### src/rtl/missbuf_pkg.sv
package missbuf_pkg;
   typedef enum logic [1:0] {
      KIND_MISS   = 2'd0,
      KIND_WRITE  = 2'd1,
      KIND_UNC_RD = 2'd2,
      KIND_NONE   = 2'd3
   } req_kind_e;

   localparam int NQ        = 2;
   localparam int Q_MISS    = 0;
   localparam int Q_WRITE   = 1;
   localparam int NCAUSE    = 3;
   localparam int CAUSE_TGT = 2;
   localparam logic [1:0] BUS_PF = 2'd2;
endpackage

### src/rtl/missbuf_queue.sv
module missbuf_queue #(
   parameter int DEPTH  = 4,
   parameter int SLOT_W = 2,
   parameter int TIME_W = 32
) (
   input  logic              clk,
   input  logic              rst_n,
   input  logic              alloc_en,
   input  logic [TIME_W-1:0] alloc_time,
   input  logic              svc_en,
   input  logic [SLOT_W-1:0] svc_slot,
   output logic              full,
   output logic              full_next,
   output logic [SLOT_W-1:0] free_slot,
   output logic [TIME_W-1:0] earliest
);
   if (DEPTH < 1 || DEPTH > (1 << SLOT_W)) begin : g_bad_depth
      $error("missbuf_queue: DEPTH does not fit SLOT_W");
   end

   logic [DEPTH-1:0]  valid_q, valid_d;
   logic [TIME_W-1:0] rtime_q [DEPTH];

   always_comb begin
      logic found;
      found     = 1'b0;
      free_slot = '0;
      for (int i = 0; i < DEPTH; i++) begin
         if (!valid_q[i] && !found) begin
            free_slot = SLOT_W'(i);
            found     = 1'b1;
         end
      end
   end

   always_comb begin
      valid_d = valid_q;
      for (int i = 0; i < DEPTH; i++) begin
         if (svc_en && svc_slot == SLOT_W'(i)) valid_d[i] = 1'b0;
      end
      for (int i = 0; i < DEPTH; i++) begin
         if (alloc_en && free_slot == SLOT_W'(i)) valid_d[i] = 1'b1;
      end
   end

   assign full      = &valid_q;
   assign full_next = &valid_d;

   always_comb begin
      earliest = '1;
      for (int i = 0; i < DEPTH; i++) begin
         if (valid_q[i] && rtime_q[i] < earliest) earliest = rtime_q[i];
      end
   end

   always_ff @(posedge clk) begin
      if (!rst_n) begin
         valid_q <= '0;
      end else begin
         valid_q <= valid_d;
      end
   end

   for (genvar g = 0; g < DEPTH; g++) begin : g_time
      always_ff @(posedge clk) begin
         if (!rst_n) rtime_q[g] <= '0;
         else if (alloc_en && free_slot == SLOT_W'(g)) rtime_q[g] <= alloc_time;
      end
   end
endmodule

### src/rtl/missbuf_block.sv
module missbuf_block #(
   parameter int NCAUSE = 3,
   parameter int CNT_W  = 16,
   parameter int TIME_W = 32
) (
   input  logic                     clk,
   input  logic                     rst_n,
   input  logic [NCAUSE-1:0]        set_vec,
   input  logic [NCAUSE-1:0]        clr_vec,
   output logic [NCAUSE-1:0]        mask,
   output logic                     blocked,
   output logic [NCAUSE*CNT_W-1:0]  events,
   output logic [NCAUSE*CNT_W-1:0]  cycles
);
   localparam int IDX_W = (NCAUSE > 1) ? $clog2(NCAUSE) : 1;

   logic [NCAUSE-1:0] mask_d;
   logic [TIME_W-1:0] now_q, start_q, elapsed;
   logic              first_set, last_clr;
   logic [IDX_W-1:0]  clr_idx;

   assign mask_d    = (mask | set_vec) & ~clr_vec;
   assign first_set = (mask == '0) && (set_vec != '0);
   assign last_clr  = (mask != '0) && (mask_d == '0);
   assign elapsed   = now_q - start_q;

   always_comb begin
      logic found;
      found   = 1'b0;
      clr_idx = '0;
      for (int i = 0; i < NCAUSE; i++) begin
         if (clr_vec[i] && mask[i] && !found) begin
            clr_idx = IDX_W'(i);
            found   = 1'b1;
         end
      end
   end

   always_ff @(posedge clk) begin
      if (!rst_n) begin
         mask    <= '0;
         blocked <= 1'b0;
         now_q   <= '0;
         start_q <= '0;
      end else begin
         mask    <= mask_d;
         blocked <= (mask_d != '0);
         now_q   <= now_q + 1'b1;
         if (first_set) start_q <= now_q;
      end
   end

   for (genvar c = 0; c < NCAUSE; c++) begin : g_cause
      always_ff @(posedge clk) begin
         if (!rst_n) begin
            events[c*CNT_W +: CNT_W] <= '0;
            cycles[c*CNT_W +: CNT_W] <= '0;
         end else begin
            if (first_set && set_vec[c])
               events[c*CNT_W +: CNT_W] <= events[c*CNT_W +: CNT_W] + 1'b1;
            if (last_clr && clr_idx == IDX_W'(c))
               cycles[c*CNT_W +: CNT_W] <= cycles[c*CNT_W +: CNT_W] + CNT_W'(elapsed);
         end
      end
   end
endmodule

### src/rtl/missbuf_alloc_ctrl.sv
module missbuf_alloc_ctrl
   import missbuf_pkg::*;
#(
   parameter int ADDR_W     = 32,
   parameter int SIZE_W     = 8,
   parameter int TIME_W     = 32,
   parameter int ORDER_W    = 16,
   parameter int CNT_W      = 16,
   parameter int BLK_BYTES  = 64,
   parameter int MQ_DEPTH   = 4,
   parameter int WB_DEPTH   = 4,
   parameter int MISS_LIMIT = 0,
   localparam int SLOT_W    = $clog2((MQ_DEPTH > WB_DEPTH ? MQ_DEPTH : WB_DEPTH) + 1)
) (
   input  logic                      clk,
   input  logic                      rst_n,
   input  logic                      alloc_valid,
   input  logic [1:0]                alloc_kind,
   input  logic [ADDR_W-1:0]         alloc_addr,
   input  logic [SIZE_W-1:0]         alloc_size,
   input  logic                      alloc_bus,
   input  logic [TIME_W-1:0]         req_time,
   input  logic                      pf_req,
   input  logic                      retry_wait,
   input  logic                      svc_valid,
   input  logic                      svc_queue,
   input  logic [SLOT_W-1:0]         svc_slot,
   input  logic                      tgt_full_set,
   input  logic                      tgt_full_clr,
   output logic                      ent_valid,
   output logic [1:0]                ent_kind,
   output logic                      ent_queue,
   output logic [SLOT_W-1:0]         ent_slot,
   output logic [ADDR_W-1:0]         ent_addr,
   output logic [SIZE_W-1:0]         ent_size,
   output logic [ORDER_W-1:0]        ent_order,
   output logic                      alloc_err,
   output logic                      bus_req,
   output logic [1:0]                bus_cause,
   output logic [TIME_W-1:0]         bus_time,
   output logic [NCAUSE-1:0]         block_mask,
   output logic                      cpu_blocked,
   output logic [NCAUSE*CNT_W-1:0]   blk_events,
   output logic [NCAUSE*CNT_W-1:0]   blk_cycles,
   output logic [TIME_W-1:0]         next_ready,
   output logic                      sim_term
);
   if ((BLK_BYTES & (BLK_BYTES - 1)) != 0 || BLK_BYTES >= (1 << SIZE_W)) begin : g_bad_blk
      $error("missbuf_alloc_ctrl: BLK_BYTES must be a power of two below 2**SIZE_W");
   end
   if (MQ_DEPTH < 1 || WB_DEPTH < 1) begin : g_bad_depth
      $error("missbuf_alloc_ctrl: buffer depths must be positive");
   end

   localparam logic [ADDR_W-1:0] ALIGN_MASK = ~(ADDR_W'(BLK_BYTES) - 1'b1);

   req_kind_e           kind;
   logic                tq, accept;
   logic [NQ-1:0]       q_alloc, q_svc, q_full, q_full_nx;
   logic [SLOT_W-1:0]   q_slot  [NQ];
   logic [TIME_W-1:0]   q_early [NQ];
   logic [ORDER_W-1:0]  order_q;
   logic [NCAUSE-1:0]   set_vec, clr_vec;

   assign kind   = req_kind_e'(alloc_kind);
   assign tq     = (kind == KIND_WRITE);
   assign accept = alloc_valid && (kind != KIND_NONE) && !q_full[tq];

   for (genvar q = 0; q < NQ; q++) begin : g_q
      assign q_alloc[q] = accept && (tq == q[0]);
      assign q_svc[q]   = svc_valid && (svc_queue == q[0]);
      missbuf_queue #(
         .DEPTH  (q == Q_MISS ? MQ_DEPTH : WB_DEPTH),
         .SLOT_W (SLOT_W),
         .TIME_W (TIME_W)
      ) u_q (
         .clk        (clk),
         .rst_n      (rst_n),
         .alloc_en   (q_alloc[q]),
         .alloc_time (req_time),
         .svc_en     (q_svc[q]),
         .svc_slot   (svc_slot),
         .full       (q_full[q]),
         .full_next  (q_full_nx[q]),
         .free_slot  (q_slot[q]),
         .earliest   (q_early[q])
      );
      assign set_vec[q] = q_alloc[q] && q_full_nx[q];
      assign clr_vec[q] = q_svc[q] && q_full[q] && !q_full_nx[q];
   end
   assign set_vec[CAUSE_TGT] = tgt_full_set;
   assign clr_vec[CAUSE_TGT] = tgt_full_clr;

   assign next_ready = (q_early[Q_MISS] < q_early[Q_WRITE]) ? q_early[Q_MISS] : q_early[Q_WRITE];

   missbuf_block #(.NCAUSE(NCAUSE), .CNT_W(CNT_W), .TIME_W(TIME_W)) u_blk (
      .clk     (clk),
      .rst_n   (rst_n),
      .set_vec (set_vec),
      .clr_vec (clr_vec),
      .mask    (block_mask),
      .blocked (cpu_blocked),
      .events  (blk_events),
      .cycles  (blk_cycles)
   );

   always_ff @(posedge clk) begin
      if (!rst_n) begin
         ent_valid <= 1'b0;
         ent_kind  <= '0;
         ent_queue <= 1'b0;
         ent_slot  <= '0;
         ent_addr  <= '0;
         ent_size  <= '0;
         ent_order <= '0;
         order_q   <= '0;
         alloc_err <= 1'b0;
         bus_req   <= 1'b0;
         bus_cause <= '0;
         bus_time  <= '0;
      end else begin
         ent_valid <= accept;
         alloc_err <= alloc_valid && !accept;
         if (accept) begin
            ent_kind  <= alloc_kind;
            ent_queue <= tq;
            ent_slot  <= q_slot[tq];
            ent_order <= order_q;
            order_q   <= order_q + 1'b1;
            if (kind == KIND_MISS) begin
               ent_addr <= alloc_addr & ALIGN_MASK;
               ent_size <= SIZE_W'(BLK_BYTES);
            end else begin
               ent_addr <= alloc_addr;
               ent_size <= alloc_size;
            end
         end
         bus_req <= 1'b0;
         if (!retry_wait) begin
            if (accept && alloc_bus) begin
               bus_req   <= 1'b1;
               bus_cause <= {1'b0, tq};
               bus_time  <= req_time;
            end else if (pf_req) begin
               bus_req   <= 1'b1;
               bus_cause <= BUS_PF;
               bus_time  <= req_time;
            end
         end
      end
   end

   if (MISS_LIMIT > 0) begin : g_limit
      localparam int LIM_W = $clog2(MISS_LIMIT + 1);
      logic [LIM_W-1:0] misses_q;
      always_ff @(posedge clk) begin
         if (!rst_n) begin
            misses_q <= '0;
            sim_term <= 1'b0;
         end else begin
            sim_term <= 1'b0;
            if (accept && kind == KIND_MISS && misses_q != LIM_W'(MISS_LIMIT)) begin
               misses_q <= misses_q + 1'b1;
               sim_term <= (misses_q == LIM_W'(MISS_LIMIT - 1));
            end
         end
      end
   end else begin : g_nolimit
      assign sim_term = 1'b0;
   end
endmodule

### config.mk
export PLATFORM = sky130hd
export DESIGN_NAME = missbuf_alloc_ctrl
export DESIGN_NICKNAME = d
export VERILOG_FILES = /design/src/rtl/missbuf_pkg.sv /design/src/rtl/missbuf_queue.sv /design/src/rtl/missbuf_block.sv /design/src/rtl/missbuf_alloc_ctrl.sv
export SDC_FILE = /design/constraint.sdc
export NUM_CORES = 1
export LEC_CHECK = 0
export BUFFER_PORTS_ARGS = -buffer_cell sky130_fd_sc_hd__buf_4
export CORE_ASPECT_RATIO = 1.1
export CORE_MARGIN = 4
export CORE_UTILIZATION = 50
export DETAILED_ROUTE_END_ITERATION = 6
export PLACE_DENSITY = 0.74
export RECOVER_POWER = 100
export SLEW_MARGIN = 30
export SYNTH_ARGS = -nofsm -noshare
export SYNTH_HDL_FRONTEND = slang
export SYNTH_SLANG_ARGS = --single-unit
### constraint.sdc
create_clock -name clk -period 20.7 [get_ports clk]
set_clock_uncertainty 0.05 [all_clocks]
set_input_delay 2.07 -clock clk [delete_from_list [all_inputs] [get_ports clk]]
set_output_delay 2.07 -clock clk [all_outputs]
set_load 0.05 [all_outputs]
### Word-level counts from Yosys, hierarchy flattened

Memory sizes are Yosys's and may differ from the RTL's.
Cells that the tools add are included.

* register bits: 271
* memories kept: 2
* word-level logic and storage cells: 252
* bits in writable memories: 256
* input bits: 87
* output and inout port bits: 232
* bits in read-only memories: 0
* latch bits: 0

Memories
* g_q[0].u_q.rtime_q: depth 4, bits a word 32, read ports 4, clocked after Yosys merged registers in 0, write ports 4, RTL line missbuf_queue.sv:22 `logic [TIME_W-1:0] rtime_q [DEPTH];`
* g_q[1].u_q.rtime_q: depth 4, bits a word 32, read ports 4, clocked after Yosys merged registers in 0, write ports 4, RTL line missbuf_queue.sv:22

* $lt $le $gt $ge: 11
* reductions and logical operators: 90
* bitwise logic cells: 16
* multipliers: 0
* add/sub/neg operators: 9
* mux-type cells: 87
* div/mod/pow operators: 0
* shift operators: 0
* equality and inequality tests: 13

Operators with widths (count)
* 32-bit 2-to-1 mux: 19
* 32-bit less-than comparator: 7
* 16-bit by 1-bit adder with 16-bit output, second input constant: 4
* 32-bit less-than comparator, second input constant: 2
* 1-bit logical AND: 57
* 1-bit 2-to-1 mux: 56
* 16-bit adder: 3
* 32-bit by 1-bit adder with 32-bit output, second input constant: 1
* 3-bit 2-to-1 mux: 7
* 3-bit by 2-bit equality test with 1-bit output, second input constant: 6
* 1-bit logical NOT: 16
* 4-bit AND reduction: 4
* 16-bit subtractor: 1
* 3-bit logical NOT: 5
* 3-bit by 1-bit equality test with 1-bit output, second input constant: 3
* 3-bit nonzero test: 3
* 8-bit 2-to-1 mux: 1
* 1-bit OR: 8
* 2-bit 2-to-1 mux: 3
* 6-bit 2-to-1 mux: 1
* 2-bit by 1-bit equality test with 1-bit output, second input constant: 2
* 2-bit logical NOT: 2
* 1-bit inverter: 4
* 3-bit AND: 1
* other kinds (10): 10

### Logic depth before layout (Yosys ltp)

Gate-level depths: netlist of the first run.

* depth after elaboration: 25
* gate-level depth with buffers: 57
* gate-level depth less buffers: 49

### Hierarchy

From an unflattened synthesis of the first run, not the netlist that was laid out.

* cells, all modules: 3262
* area, all modules: 31042.3 sq um

By module, submodules not included
* missbuf_queue: area each 8816.0 sq um, cells an instance 843, instances 2
* missbuf_block: area each 7768.7 sq um, cells an instance 949, instances 1
* missbuf_alloc_ctrl: area each 5641.7 sq um, cells an instance 627, instances 1

### Worst setup path before layout of the first run

No wires, ideal clock.

* path type: reg2out
* from: memory g_q[1].u_q.rtime_q[0][9]
* to: output port next_ready[10]
* cell stages (with the launch flop): 58
* arrival time: 11869 ps
* slack: 6711 ps
* cell sequence: edfxtp_1 -> nand4_1 -> or4_1 -> o21ai_2 -> clkbuf_1 -> clkbuf_1 -> nor2_1 -> ha_1 -> a211oi_1 -> nor2_1 -> a2111oi_2 -> o311a_4 -> a21o_2 -> clkbuf_1 -> clkbuf_1 -> nand2_1 -> o21ai_0 -> inv_1 -> (+22 left out) -> or2_1 -> clkbuf_1 -> buf_2 -> a21o_1 -> ha_1 -> a21o_1 -> a21o_1 -> a21o_1 -> a21o_1 -> a21o_1 -> a211oi_1 -> o21ai_0 -> a31o_2 -> nor4_1 -> nor2b_1 -> a31oi_4 -> buf_6 -> mux2i_1

RTL lines
* start: declaration: RTL line missbuf_queue.sv:22
* end: declaration: RTL line missbuf_alloc_ctrl.sv:45 `output logic [TIME_W-1:0] next_ready,`

==> results.md, run 1 <==
* complete, but fails checks — status
* max-capacitance violations, max-slew violations — failing checks
* sky130_fd_sc_hd__nand2_1 — most common cell after layout, fill and taps aside
* 0 — number of remaining DRC errors
* 30000 µm² — netlist area before placement
* sky130_fd_sc_hd__a21o_1 — most common cell type on the critical path
* 0.62 ns — source-to-sink clock delay at the later pin of the worst-skew pair
* 40100 µm — Routed met2 length
* 42.6% — fraction of the yosys area taken by sequential cells
* 50.8% — starting density of the core
* 0.0804 mV — Max rail drop VDD
* flip-flop to flip-flop — HP Class
* 59000 µm² — core area
* 57.8% — Util after Layout
* 0 — Fin. Hold Viols
* 18.13 ns — Min Clock Period, post-route
* 76.5 nW/µm² — ratio of total power to cell area
* 0 — global route overflow
* 1788 — Iteration-0 DRC Markers
* 0 — post-route ant nets
* 0 — buffers inserted during post-CTS setup optimization
* 55 — CTS Buf Count
* 510 — number of flip-flops and latches in the synthesized netlist
* 19.9 µm — post-detailed-route wirelength per cell
* 0.00261 W — post-layout power
* 265 µm — die extent in y
* 3 — number of antenna violations at the first check in global routing
* 3262 — synthesized instance count
* 0.06 ns — clock-pin slew of the registers on the worst-case setup and hold paths
* 5 — number of optimization iterations in the first detailed-route pass
* 1.23 ns — CP peak stage delay
* no — setup repair after global routing missed its margin
* 18.58 ns — Critical Path RT
* 256 — Post-synth EDFFs
* 93 — number of standard-cell rows in the floorplan
* 62600 µm — detailed placer's ending HPWL
* 85900 µm — wire length after detailed routing
* 33100 µm² — instance area at placement
* sky130_fd_sc_hd__a21o_1 — Critical Path Slowest Stage Cell
* 34100 µm² — Design Area, Final
* 59 — Max Fanout on Critical Path
* 0 — final-report setup violation count
* 24800 — Vias
* 510 — clk sink count
* 24000 — number of global-route vias before repair
* sky130_fd_sc_hd__edfxtp_1 — commonest register cell after synthesis
* 88 — number of library cell types mapped by synthesis
* 0 ns — setup tns final
* flip-flop to output pin — critical path start-end classification
* 3 — Clock Path Buffers
* 9.19 µm² — mean post-synth cell area
* 319 — number of top-level pins
* 241 µm — Chip Width
* built — CTS tree
* 26.0% — overall global routing resource usage
* 87.6% — final clock period utilization by the worst path
* -169% — relative slew slack
* 5.75 — per-cell via count in the routed design
* 13.6% — synthesis-to-finish area growth
* 0.942 — global placer's final weighted congestion
* 316 — port buffer count
* met5 — uppermost layer routed
* 133000 µm — wire length of the first global-routing pass
* 0 — number of warnings reported in the yosys synthesis log
* 0 — # hold bufs at CTS
* 15.0 nW — leakage power total
* 694 — Slew Limit Fails
* 7280 µm — Detail Route met3 WL
* 55.2 MHz — maximum frequency from static timing analysis
* 3873 — number of nets at the end of the flow
* 0% — proportion of synthesized flip-flops having asynchronous set or reset
* sky130_fd_sc_hd__clkbuf_16 — Clock Root Buffer
* 88 — pin count of the biggest net entering global routing
* 0 — Resized Gates After CTS
* flip-flop — critical path startpoint category
* 16.01 ns — WP data arrival
* 7.06% — share of cells above drive strength 1
* 4.03 ns — worst slew pin tran
* ent_size[0]$_SDFFE_PN0P_ — worst hold path startpoint
* sky130_fd_sc_hd__nand2_1 (332), sky130_fd_sc_hd__nor2_1 (306), sky130_fd_sc_hd__ha_1 (273) — most frequent cells in the layout
* g_q[1].u_q.rtime_q[0][31]$_SDFFCE_PN0P_ — beginning of the critical path
* 64000 µm² — die area
* 13 — max-cap viol count
* output pin — capturing element type of the critical path
* 2 — number of levels in the clock H-tree
* 34600 µm — detailed-route wire length on metal 1
* u_blk.now_q[0]$_SDFF_PN0_ — Crit Reg-Reg Startpoint
critical path: cells and delay by family, from the launching register on:
kind | cells | cell delay, ns
adder cells (fa/ha/maj) | 4 | 1.06
multiplexers | 1 | 0.27
buffers and inverters | 7 | 2.51
flip-flops | 1 | 0.36
AO/OA/AOI/OAI | 21 | 6.16
AND/OR/NAND/NOR | 15 | 4.96
power breakdown:
part	switching, W	total (W)	internal, W
Sequential	0.0000229	0.00112	0.00109
Combinational	0.000307	0.000450	0.000142
Clock	0.000431	0.00104	0.000609
Total	0.000762	0.00261	0.00185
synthesized netlist by cell type (all sizes together), types with 6 or more instances:
library cell    n  area share, %
nand2         333            4.2
nor2          308            3.9
ha            273             11
edfxtp        256             26
dfxtp         254             17
a21oi         247            4.2
o21ai         177            3.0
inv           158            2.0
and3          148            3.1
and2          141            2.9
clkbuf        137            1.7
mux2i         108            3.6
a21o          101            2.5
nand4          68            1.4
nor3           65            1.1
xor2           65            1.9
nand3          63            1.1
xnor2          48            1.4
o21a           37           0.93
buf            26           0.48
o21bai         23           0.58
nor2b          22           0.46
nand2b         21           0.44
or3            20           0.42
a211oi         18           0.48
and4           11           0.32
a31oi           9           0.26
nor4            9           0.19
or2             8           0.17
o211ai          7           0.18
nor3b           6           0.15
or4             6           0.15
path summary, 6_finish.rpt:
check,endpoint,slack [ns],depth (start not counted)
setup reg to reg,u_blk.cycles[31]$_SDFFE_PN0P_,15.76,22
hold reg to reg,ent_size[0]$_SDFFE_PN0P_,0.40,2
setup / recovery,next_ready[31],2.57,48
hold / removal,ent_size[0]$_SDFFE_PN0P_,0.40,2
cell type report:
| class | instances | area, µm² |
|---|---|---|
| tap | 760 | 951 |
| sequential | 510 | 12800 |
| multi-input combinational | 2431 | 16100 |
| clock buffer | 79 | 1620 |
| inverter | 159 | 598 |
| fill | 5295 | 24900 |
| clock inverter | 24 | 278 |
| timing repair buffer | 352 | 1780 |
| antenna | 1 | 2.50 |
through the flow:
step	std cells	worst slack (ns)	hold slack [ns]
after floorplan	3263	6.71	0.387
after global placement	4211	4.54	0.388
after detailed placement	4211	4.32	0.395
after CTS	4314	3.58	0.403
after global routing	4315	1.44	0.420
final	4316	2.57	0.401
registers in the layout, summed over array words and instances (netlist names), 16 cells and up:
| name | cells |
|---|---|
| g_q.u_q.rtime_q | 256 |
| u_blk.cycles | 48 |
| u_blk.events | 48 |
| bus_time | 32 |
| ent_addr | 32 |
| ent_order | 16 |
| order_q | 16 |
| u_blk.now_q | 16 |
| u_blk.start_q | 16 |
per-layer routing:
metal  GRT usage [%]  vias to the layer above
li1                -                    12100
met1            32.5                    11600
met2            42.9                      875
met3            6.92                      224
met4            10.2                        4
met5           0.758                        -
logic make-up (layout without fill, tap and decap cells):
group                      after synthesis  after routing  share of synthesized area (%)
and+or+nand+nor                       1237           1237                           20.2
AOI/OAI and AO/OA                      689            689                           14.3
DFF                                    510            510                           42.6
buffers and inverters                  322            614                           4.19
adders and majority gates              280            280                           11.8
xor gates and xnor gates               113            113                           3.30
muxes                                  110            110                           3.68
other                                    1              3                         0.0125
Note: power is estimated with default switching activity, not from simulation.
==> inputs of run 2 (changes only) <==
Settings changed: ABC_AREA set to 1, GPL_ROUTABILITY_DRIVEN set to 0, GPL_TIMING_DRIVEN set to 0.
==> run 2 against run 1 <==
The flow still finishes with violations (max-capacitance violations, max-slew violations). Register-to-register slack worse by 0.34 ns. Via count up 3.4%. Cell count up 8.2%. Flip-flop and latch count unchanged. Synthesized area down 5.0%. Synthesized cell count up 7.4%. First-iteration DRC count up 21%. Clock power about the same. Fmax up 16%. Power up 5.6%. Largest power group unchanged.
==> results.md, run 2 <==
* complete, but fails checks — status
* max-capacitance violations, max-slew violations — failing checks
* flip-flop to output pin — critical path start-end classification
* 0.06 ns — clock-pin slew of the registers on the worst-case setup and hold paths, about the same
* 4 — number of antenna violations at the first check in global routing, +1
* 0 — final-report setup violation count, unchanged
* sky130_fd_sc_hd__clkbuf_16 — Clock Root Buffer
* 14.2 nW — leakage power total, -5.1%
* 44.8% — fraction of the yosys area taken by sequential cells, +2.3 points
* 319 — number of top-level pins, unchanged
* u_blk.events[31]$_SDFFE_PN0P_ — worst hold path startpoint
* 27.0% — Synth top area share, +1.4 points
* 10 — Max Fanout on Critical Path, -83%
* 31900 µm² — instance area at placement, -3.5%
* built — CTS tree
* 1.63% — fraction of synthesized cell area in xor and xnor cells, -1.7 points
* 0 — global route overflow, unchanged
* 56200 µm² — core area, -4.7%
* 12.3% — arithmetic-cell share of the synthesized area counting full adders, half adders and majority gates, +0.52 points
* 0.405 ns — worst hold slack across all endpoints, +0.00324 ns
* 58.3% — Util after Layout, +0.53 points
* 18.58 ns — Critical Path RT, about the same
* 88600 µm — wire length after detailed routing, +3.2%
* sky130_fd_sc_hd__nand2_1 — most common cell type on the critical path
* 0% — proportion of synthesized flip-flops having asynchronous set or reset, unchanged
* sky130_fd_sc_hd__nand2_1 — most common cell after layout, fill and taps aside
* 25700 — Vias, +3.4%
* 5.15% — share of cells above drive strength 1, -1.9 points
* 0.62 ns — source-to-sink clock delay at the later pin of the worst-skew pair, about the same
* 3503 — synthesized instance count, +7.4%
* 28 — R2R depth, +27%
* 15.1% — synthesis-to-finish area growth
* 5.50 — per-cell via count in the routed design, -4.4%
* 28.1% — overall global routing resource usage, +2.1 points
* flip-flop to flip-flop — HP Class
* 97 — Slew Limit Fails, -86%
* 0 ns — setup tns final, unchanged
* 8.13 µm² — mean post-synth cell area, -12%
* 0 — number of warnings reported in the yosys synthesis log, unchanged
* -66.4% — relative slew slack, +100 points
* 14.1% — compound-gate portion of the synthesized area, -0.17 points
* 510 — clk sink count, unchanged
* 4243 — number of nets at the end of the flow, +9.6%
* 236 µm — Chip Width, -2.5%
* 84.0 nW/µm² — ratio of total power to cell area, +9.8%
* 2158 — Iteration-0 DRC Markers, +21%
* 4 — max-cap viol count, -9
* 0.59 ns — CP peak stage delay, -0.64 ns
* 32800 µm² — Design Area, Final, -3.8%
* 75.5% — final clock period utilization by the worst path, -12 points
* sky130_fd_sc_hd__edfxtp_1 — commonest register cell after synthesis
* 50.6% — starting density of the core, -0.19 points
* 6.79 ns — Post-Place Setup Slack, +2.47 ns
* 2 — number of levels in the clock H-tree, unchanged
* 60800 µm² — die area, -4.9%
* 1 — worst hold path cell count, -1
* g_q.u_q.rtime_q — register with the highest flop count
* g_q[0].u_q.valid_q[0]$_SDFF_PN0_ — Crit Reg-Reg Startpoint
* 54 — CTS Buf Count, -1.8%
* simple AND/OR/NAND/NOR gates — combinational family with the most area after synthesis
* g_q[1].u_q.rtime_q[0][31]$_SDFFCE_PN0P_ — beginning of the critical path
* 13.51 ns — WP data arrival, -2.50 ns
* 33 — pin count of the biggest net entering global routing, -63%
* 0 — # hold bufs at CTS, unchanged
* 91 — number of standard-cell rows in the floorplan, -2.2%
* 0 — Fin. Hold Viols, unchanged
* 0 — buffers inserted during post-CTS setup optimization, unchanged
* 0% — mux share of post-synthesis cell area, -3.7 points
* 52 — number of library cell types mapped by synthesis, -41%
* 315 — port buffer count, -0.32%
* 0 — Resized Gates After CTS, unchanged
* 15.63 ns — Min Clock Period, post-route, -2.50 ns
* 258 µm — die extent in y, -2.5%
* 5314 — number of inserted filler cells in the final layout, +0.36%
* 135000 µm — wire length of the first global-routing pass, +2.0%
* output pin — capturing element type of the critical path
* 20.8% — basic-gate share of the synthesized area counting and, or, nand and nor cells, +0.63 points
* no — setup repair after global routing missed its margin
* sky130_fd_sc_hd__edfxtp_1 — biggest area consumer among synthesized cells
* g_q.u_q.rtime_q x256, u_blk.cycles x48, u_blk.events x48 — registers with the most flip-flops
* 24600 — number of global-route vias before repair, +2.4%
* 28500 µm² — netlist area before placement, -5.0%
* 0 — post-route ant nets, unchanged
* sky130_fd_sc_hd__nand2_1 (673), sky130_fd_sc_hd__nor2_1 (526), sky130_fd_sc_hd__clkbuf_1 (374) — most frequent cells in the layout
* 5.07 ns — setup slack of the critical path after layout, +2.50 ns
* sky130_fd_sc_hd__nand2_1 (672), sky130_fd_sc_hd__nor2_1 (524), sky130_fd_sc_hd__a21oi_1 (306) — top cells by count, synth
* sky130_fd_sc_hd__nand2_1 — cell with the most instances after synthesis
* flip-flop — critical path startpoint category
* 19.0 µm — post-detailed-route wirelength per cell, -4.6%
* 3 — Clock Path Buffers, unchanged
* 6 — number of optimization iterations in the first detailed-route pass, +1
* 0.0654 mV — Max rail drop VDD, -19%
* 64.0 MHz — maximum frequency from static timing analysis, +16%
* sky130_fd_sc_hd__edfxtp_1 (27%), sky130_fd_sc_hd__dfxtp_1 (18%), sky130_fd_sc_hd__ha_1 (12%) — Synth area leaders
* 256 — number of flip-flops under the largest register name, unchanged
* sky130_fd_sc_hd__clkbuf_1 — Critical Path Slowest Stage Cell
* 256 — Post-synth EDFFs, unchanged
* 0 — number of remaining DRC errors, unchanged
* 510 — number of flip-flops and latches in the synthesized netlist, unchanged
* 68100 µm — detailed placer's ending HPWL, +8.8%
* 2.47 ns — worst slew pin tran, -1.56 ns
run 2: layout make-up:
cell class | instances | area (µm²) | share of cell area [%]
flip-flops and latches | 510 | 12800 | 39.0
clock buffers | 81 | 1630 | 4.97
diodes | 1 | 2.50 | 0.00763
multi-input cells | 2525 | 13900 | 42.4
well taps | 744 | 931 | 2.84
inverters | 330 | 1240 | 3.78
clock inverters | 21 | 230 | 0.702
repair buffers | 319 | 1520 | 4.65
plain buffers | 139 | 557 | 1.70
run 2: through the flow:
step | total power, W | cells
5_1_grt | 0.00286 | 4669
3_3_place_gp | 0.00177 | 4563
4_1_cts | 0.00279 | 4669
3_5_place_dp | 0.00179 | 4567
2_1_floorplan | 0.00157 | 3504
6_report | 0.00275 | 4670
run 2: power by group:
| group | total (W) | internal (W) | switching, W |
|---|---|---|---|
| clock network | 0.00102 | 0.000585 | 0.000431 |
| registers | 0.00113 | 0.00110 | 0.0000236 |
| logic | 0.000612 | 0.000156 | 0.000456 |
| total | 0.00275 | 0.00184 | 0.000910 |
run 2: final timing paths:
check	end	slack, ns
worst max-delay path	next_ready[23]	5.07
worst min-delay path	u_blk.events[31]$_SDFFE_PN0P_	0.40
worst max register to register	u_blk.events[15]$_SDFFE_PN0P_	15.42
worst min register to register	u_blk.events[31]$_SDFFE_PN0P_	0.40
run 2: logic make-up after synthesis:
group	after synthesis
flops	510
compound gates	737
other cells	1
fa+ha+maj	277
simple gates	1456
buf+inv	469
xor+xnor	53
run 2: routing by layer:
layer	up-vias	routed length, µm	GRT usage, %
met3	191	8340	7.50
met4	6	3010	9.02
li1	12600	-	-
met5	-	48	0
met1	11900	35500	34.9
met2	957	41700	47.8
run 2: critical path, delay by kind of cell, from the launching register on:
| kind | cells | cell delay [ns] |
|---|---|---|
| simple gates | 26 | 4.47 |
| buf+inv | 12 | 4.88 |
| fa+ha+maj | 4 | 1.23 |
| flops | 1 | 0.38 |
| compound gates | 7 | 1.91 |
